`config.mk`:
```
export PLATFORM = sky130hd
export DESIGN_NAME = ser_stat_irq
export DESIGN_NICKNAME = d
export VERILOG_FILES = /design/src/rtl/ser_stat_pkg.sv /design/src/rtl/ser_flag_bank.sv /design/src/rtl/ser_cfg_reg.sv /design/src/rtl/ser_irq_gen.sv /design/src/rtl/ser_stat_irq.sv
export SDC_FILE = /design/constraint.sdc
export NUM_CORES = 1
export LEC_CHECK = 0
export BUFFER_PORTS_ARGS = -buffer_cell sky130_fd_sc_hd__buf_2
export CORE_MARGIN = 10
export CORE_UTILIZATION = 25
export CTS_BUF_LIST = sky130_fd_sc_hd__clkbuf_4 sky130_fd_sc_hd__clkbuf_8
export CTS_CLUSTER_DIAMETER = 200
export DETAILED_ROUTE_END_ITERATION = 12
export PLACE_DENSITY = 0.5
export SLEW_MARGIN = 20
export SYNTH_ARGS = -nofsm -noshare
export SYNTH_HDL_FRONTEND = slang
export SYNTH_SLANG_ARGS = --single-unit
```
`constraint.sdc`:
```
create_clock -name clk_i -period 1.5 [get_ports clk_i]
set_clock_uncertainty 0.1 [all_clocks]
set_input_delay 0.075 -clock clk_i [delete_from_list [all_inputs] [get_ports clk_i]]
set_output_delay 0.075 -clock clk_i [all_outputs]
set_load 0.02 [all_outputs]
```
`src/rtl/ser_stat_pkg.sv`:
```
package ser_stat_pkg;
  localparam int FLAG_N   = 4;
  localparam int F_RDF    = 0;
  localparam int F_TDE    = 1;
  localparam int F_IDLE   = 2;
  localparam int F_OVR    = 3;
  localparam logic [FLAG_N-1:0] FLAG_RST = 4'b0110;

  localparam int FIELD_W  = 4;
  localparam int CFG_W    = 6;
  localparam int C_EN_RX  = 0;
  localparam int C_EN_TX  = 1;
  localparam int C_EN_IDL = 2;
  localparam int C_FIFO   = 3;
  localparam int C_ERRCLR = 4;
  localparam int C_SWRST  = 5;
endpackage

```
`src/rtl/ser_flag_bank.sv`:
```
module ser_flag_bank #(
  parameter int N = 4,
  parameter logic [N-1:0] RST_VAL = '0
) (
  input  logic         clk_i,
  input  logic         rst_ni,
  input  logic         flush_i,
  input  logic [N-1:0] set_i,
  input  logic [N-1:0] clr_i,
  output logic [N-1:0] q_o
);
  for (genvar i = 0; i < N; i++) begin : g_bit
    logic q_r;
    always_ff @(posedge clk_i or negedge rst_ni) begin
      if (!rst_ni)        q_r <= RST_VAL[i];
      else if (flush_i)   q_r <= 1'b0;
      else if (set_i[i])  q_r <= 1'b1;   // set beats clear
      else if (clr_i[i])  q_r <= 1'b0;
    end
    assign q_o[i] = q_r;

    p_set_wins_r10: assert property (@(posedge clk_i) disable iff (!rst_ni)
      (set_i[i] && clr_i[i] && !flush_i) |=> q_r);
    p_flush_r11: assert property (@(posedge clk_i) disable iff (!rst_ni)
      flush_i |=> !q_r);
  end
endmodule

```
`src/rtl/ser_cfg_reg.sv`:
```
module ser_cfg_reg
  import ser_stat_pkg::*;
(
  input  logic             clk_i,
  input  logic             rst_ni,
  input  logic             we_i,
  input  logic [CFG_W-1:0] wdata_i,
  input  logic             fifo_kill_i,
  output logic [FIELD_W-1:0] field_o,
  output logic             err_clr_o,
  output logic             soft_rst_o,
  output logic             sw_reset_q_o,
  output logic [CFG_W-1:0] rdata_o
);
  logic [FIELD_W-1:0] field_q;
  logic               pulse_q;

  assign err_clr_o  = we_i & wdata_i[C_ERRCLR];
  assign soft_rst_o = we_i & wdata_i[C_SWRST];

  always_ff @(posedge clk_i or negedge rst_ni) begin
    if (!rst_ni) begin
      field_q <= '0;
      pulse_q <= 1'b0;
    end else begin
      if (we_i) field_q <= wdata_i[FIELD_W-1:0];
      if (fifo_kill_i) field_q[C_FIFO] <= 1'b0;  // overrun kill beats write
      pulse_q <= soft_rst_o;
    end
  end

  assign field_o      = field_q;
  assign sw_reset_q_o = pulse_q;
  assign rdata_o      = {{(CFG_W-FIELD_W){1'b0}}, field_q};

  p_fifo_kill_r7: assert property (@(posedge clk_i) disable iff (!rst_ni)
    fifo_kill_i |=> !field_q[C_FIFO]);
  p_pulse_single_r8: assert property (@(posedge clk_i) disable iff (!rst_ni)
    (pulse_q && !soft_rst_o) |=> !pulse_q);
endmodule

```
`src/rtl/ser_irq_gen.sv`:
```
module ser_irq_gen
  import ser_stat_pkg::*;
(
  input  logic [FLAG_N-1:0]  flag_i,
  input  logic [FIELD_W-1:0] field_i,
  output logic               irq_rx_o,
  output logic               irq_tx_o,
  output logic               irq_idle_o
);
  always_comb begin
    irq_rx_o   = field_i[C_EN_RX]  & (flag_i[F_RDF] | flag_i[F_OVR]);
    irq_tx_o   = field_i[C_EN_TX]  & flag_i[F_TDE];
    irq_idle_o = field_i[C_EN_IDL] & flag_i[F_IDLE];
  end
endmodule

```
`src/rtl/ser_stat_irq.sv`:
```
module ser_stat_irq
  import ser_stat_pkg::*;
(
  input  logic             clk_i,
  input  logic             rst_ni,
  input  logic             rx_done_i,
  input  logic             tx_load_i,
  input  logic             tx_end_i,
  input  logic             rd_data_i,
  input  logic             wr_data_i,
  input  logic             cfg_we_i,
  input  logic [CFG_W-1:0] cfg_wdata_i,
  output logic [CFG_W-1:0] cfg_rdata_o,
  output logic [FLAG_N-1:0] status_o,
  output logic             irq_rx_o,
  output logic             irq_tx_o,
  output logic             irq_idle_o,
  output logic             rx_fifo_en_o,
  output logic             sw_reset_o
);
  logic [FLAG_N-1:0]  flag_q, set_v, clr_v;
  logic [FIELD_W-1:0] field;
  logic               err_clr, soft_rst, ovr_set;

  assign ovr_set = rx_done_i & flag_q[F_RDF] & ~rd_data_i;

  always_comb begin
    set_v = '0;
    clr_v = '0;
    set_v[F_RDF]  = rx_done_i;
    clr_v[F_RDF]  = rd_data_i;
    set_v[F_TDE]  = tx_load_i;
    clr_v[F_TDE]  = wr_data_i;
    set_v[F_IDLE] = tx_end_i & flag_q[F_TDE];  // no word pending
    clr_v[F_IDLE] = wr_data_i;
    set_v[F_OVR]  = ovr_set;
    clr_v[F_OVR]  = err_clr;
  end

  ser_cfg_reg u_cfg (
    .clk_i        (clk_i),
    .rst_ni       (rst_ni),
    .we_i         (cfg_we_i),
    .wdata_i      (cfg_wdata_i),
    .fifo_kill_i  (ovr_set & ~soft_rst),
    .field_o      (field),
    .err_clr_o    (err_clr),
    .soft_rst_o   (soft_rst),
    .sw_reset_q_o (sw_reset_o),
    .rdata_o      (cfg_rdata_o)
  );

  ser_flag_bank #(.N(FLAG_N), .RST_VAL(FLAG_RST)) u_flags (
    .clk_i   (clk_i),
    .rst_ni  (rst_ni),
    .flush_i (soft_rst),
    .set_i   (set_v),
    .clr_i   (clr_v),
    .q_o     (flag_q)
  );

  ser_irq_gen u_irq (
    .flag_i     (flag_q),
    .field_i    (field),
    .irq_rx_o   (irq_rx_o),
    .irq_tx_o   (irq_tx_o),
    .irq_idle_o (irq_idle_o)
  );

  assign status_o     = flag_q;
  assign rx_fifo_en_o = field[C_FIFO];

  p_ovr_sticky_r6: assert property (@(posedge clk_i) disable iff (!rst_ni)
    (status_o[F_OVR] && !err_clr && !soft_rst) |=> status_o[F_OVR]);
  p_swrst_r8: assert property (@(posedge clk_i) disable iff (!rst_ni)
    soft_rst |=> (status_o == '0 && sw_reset_o));
  p_rx_irq_src_r2: assert property (@(posedge clk_i) disable iff (!rst_ni)
    irq_rx_o |-> (status_o[F_RDF] || status_o[F_OVR]));
  p_ovr_fifo_off_r7: assert property (@(posedge clk_i) disable iff (!rst_ni)
    $rose(status_o[F_OVR]) |-> !rx_fifo_en_o);
  p_tx_irq_src_r3: assert property (@(posedge clk_i) disable iff (!rst_ni)
    irq_tx_o |-> status_o[F_TDE]);
endmodule

```
==> flow_summary.yaml <==
worst_setup_path:
  regToRegStartpoint: "u_flags.g_bit[1].q_r"
  capturing_element_type_of_the_critical_path: "flop"
  timing.rr.end: "u_flags.g_bit[2].q_r"
  setup.worst_path.start_class: "primary input"
  r2r_slack_ns: 0.02
  worstPathArrival_ns: 1.58
  critical_path_peak_fanout: 2
  crit_required_ns: 1.59
  critPathKind: "in2reg"
  worst-r2r-cell-count: 3
power:
  leakagePower_nw: 0.354
  combPwrFrac_pct: 26.1
  clkPwrFrac_pct: 30.4
  pwr_dens_mw_per_mm2: 931
  power.share.switching_pct: 28.3
  intPower_mw: 0.468
  ir_drop_mv: 0.552
  seq_power_share_pct: 43.5
  net-switching-power_mw: 0.185
clock_tree:
  cts.root.buffer_cell: "sky130_fd_sc_hd__clkbuf_4"
  htree_levels: 1
  clock_sinks: 9
  max-clock-path-buffers: 2
  cts-buffers-inserted: 3
  insertion_delay_ns: 0.26
  clk_pin_slew_ns: 0.06
  cts_tree: "done"
logic_synthesis:
  ys.flop_type: "sky130_fd_sc_hd__dfrtp_1"
  synth_area_leaders: "sky130_fd_sc_hd__dfrtp_1, sky130_fd_sc_hd__buf_4, sky130_fd_sc_hd__dfstp_2, sky130_fd_sc_hd__mux2_2, sky130_fd_sc_hd__nand2b_1"
  syn-instance-count: 40
  synth-edff-count: 0
  ys_seq_elements: 9
  post_synth_instance_area_um2: 445
  synth_cell_type_count: 17
  ys_async_sr_fraction_pct: 100
  post_synth.cell_area_avg_um2: 11.1
  part_of_the_yosys_area_used_for_sequential_elements_pct: 51.1
  post-synth-top-area-cell: "sky130_fd_sc_hd__dfrtp_1"
  yosysWarningCount: 0
  synth_commonest_cells: "sky130_fd_sc_hd__buf_4, sky130_fd_sc_hd__dfrtp_1"
  yosys.area.top_type_share_pct: 39.3
worst_hold_path:
  worst_hold_startpoint: "rd_data_i"
  hold_path.class: "in2reg"
  min_to: "u_flags.g_bit[0].q_r"
  timing.hold.worst_path_depth: 3
routing:
  post_drt_wl_per_cell_um: 12.6
  route.vias.total: 403
  post-route-drc-count: 0
  routed_wirelength_um: 1260
  vias_per_cell: 4.03
  ant_nets: 0
  drt-pass1-iter-count: 4
  drt_iter0_drc: 16
cells_and_area:
  nFillCells: 173
  antenna_cells: 0
  finish.instance_area_um2: 702
  syn2layout_area_growth_pct: 57.6
  drive_above_1_share_pct: 50.7
  nets: 90
place:
  io_buffer_count: 26
  place_hpwl_um: 924
  pre_cts_ws_ns: 0.467
  post_placement_cell_area_um2: 558
  place.gp.congestion: 0.677
floorplanning:
  initial_core_util_pct: 26.1
  die_h_um: 62.2
  core_mm2: 0.00171
  die-area_mm2: 0.00387
  fp-row-count: 15
  num_io_pins: 29
  die-width_um: 62.2
outcome:
  status: "finished clean"
sta:
  achievable-frequency_mhz: 674
  timing_hold_violations_final: 0
  fin_crit_sh_pct: 98.9
  finalSetupViolCount: 0
  finalMaxSlewViolations: 0
  timing.final.ws_setup_ns: 0.0169
  grt_setup_unrepaired: "no"
  final.setup.tns_ns: 0
  period_minus_slack_ns: 1.48
global_route:
  overflow: 0
  grt_max_degree: 10
  first_global_vias: 430
  first_pass_grt_wire_length_um: 1990
  grt_antenna_before_repair: 0
  track_usage_pct: 6.43
flow_run:
  max_cap_violations: 0
layer usage:
metal,up-vias,global-route usage (%),routed length (um)
met3,2,3.05,77
met4,0,5.14,27
li1,194,-,-
met1,191,5.93,496
met5,-,0,0
met2,16,10.6,663
worst max-delay path, stage by stage:
cell	delay (ns)
sky130_fd_sc_hd__dlygate4sd3_1	0.55
sky130_fd_sc_hd__buf_2	0.13
sky130_fd_sc_hd__nand2b_1	0.13
sky130_fd_sc_hd__a21oi_1	0.13
sky130_fd_sc_hd__dlygate4sd3_1	0.57
metrics by stage:
step / util [%] / power [mW] / cells / hold WS (ns)
2_1_floorplan: - / 0.391 / 41 / -0.321
3_3_place_gp: 32.7 / 0.435 / 85 / -0.161
3_5_place_dp: 32.7 / 0.435 / 85 / -0.162
4_1_cts: 40.9 / 0.666 / 100 / 0.0000101
5_1_grt: 41.1 / 0.693 / 100 / 0.00720
6_report: 41.1 / 0.653 / 100 / 0.00972
cell type report:
class	count	area [um^2]	share of cell area (%)
repair buffers	37	240	34.2
flip-flops and latches	9	228	32.4
multi-input cells	22	161	23.0
well taps	25	31.3	4.46
clock buffers	4	30.0	4.28
inverters	3	11.3	1.60
sequential cells by signal, indices dropped and copies added, names as in the netlist:
signal,count
u_cfg.field_o,4
u_flags.g_bit.q_r,4
u_cfg.sw_reset_q_o,1
power groups by stage:
stage	Combinational (mW)	Sequential, mW	Clock [mW]
3_5_place_dp	0.146	0.289	0
3_3_place_gp	0.146	0.289	0
5_1_grt	0.183	0.288	0.222
4_1_cts	0.172	0.285	0.210
6_report	0.170	0.284	0.199
2_1_floorplan	0.0891	0.302	0
kinds of logic after synthesis:
kind of cell / Yosys count / share of synthesized area, %
AO/OA/AOI/OAI: 7 / 11.0
multiplexers: 3 / 7.58
flip-flops: 9 / 51.1
other: 1 / 0.842
buffers and inverters: 10 / 14.3
AND/OR/NAND/NOR: 10 / 15.2
cells in the final DEF (no fill, tap or decap):
cell type | synthesis | layout
sky130_fd_sc_hd__clkbuf_4 | 0 | 4
sky130_fd_sc_hd__inv_1 | 3 | 3
sky130_fd_sc_hd__and2_2 | 1 | 1
sky130_fd_sc_hd__dfrtp_1 | 7 | 7
sky130_fd_sc_hd__dfstp_2 | 2 | 2
sky130_fd_sc_hd__nand3b_1 | 1 | 1
sky130_fd_sc_hd__nand2_1 | 1 | 1
sky130_fd_sc_hd__a22oi_1 | 1 | 1
sky130_fd_sc_hd__buf_2 | 0 | 26
sky130_fd_sc_hd__mux2_2 | 3 | 3
sky130_fd_sc_hd__nor2b_1 | 1 | 1
sky130_fd_sc_hd__o21a_1 | 2 | 2
sky130_fd_sc_hd__dlygate4sd3_1 | 0 | 11
sky130_fd_sc_hd__and2_1 | 2 | 2
sky130_fd_sc_hd__conb_1 | 1 | 2
sky130_fd_sc_hd__a21oi_2 | 0 | 1
sky130_fd_sc_hd__a21oi_1 | 3 | 2
sky130_fd_sc_hd__nand4bb_1 | 1 | 1
sky130_fd_sc_hd__a32o_2 | 1 | 1
sky130_fd_sc_hd__nand2b_1 | 3 | 3
worst max path at each step:
stage | slack [ns] | from | depth (start not counted) | endpoint
4_1_cts | 0.05 | u_flags.g_bit[1].q_r | 3 | u_flags.g_bit[2].q_r
5_1_grt | 0.001 | wr_data_i | 5 | u_flags.g_bit[2].q_r
3_3_place_gp | 0.49 | u_flags.g_bit[0].q_r | 2 | u_cfg.field_o[3]
3_5_place_dp | 0.47 | u_flags.g_bit[0].q_r | 2 | u_cfg.field_o[3]
6_report | 0.02 | wr_data_i | 5 | u_flags.g_bit[2].q_r
2_1_floorplan | 0.49 | u_cfg.field_o[3] | 2 | u_cfg.field_o[3]
what timing repair did:
| action | 4_1_cts | 5_1_grt |
|---|---|---|
| hold buffers | 11 | 1 |
| resized for setup | 0 | 1 |
| endpoints found under the hold margin | 17 | 1 |
| buffers inserted | 0 | 0 |
| setup endpoints to repair | 0 | 1 |
(Power assumes the default switching activity.)
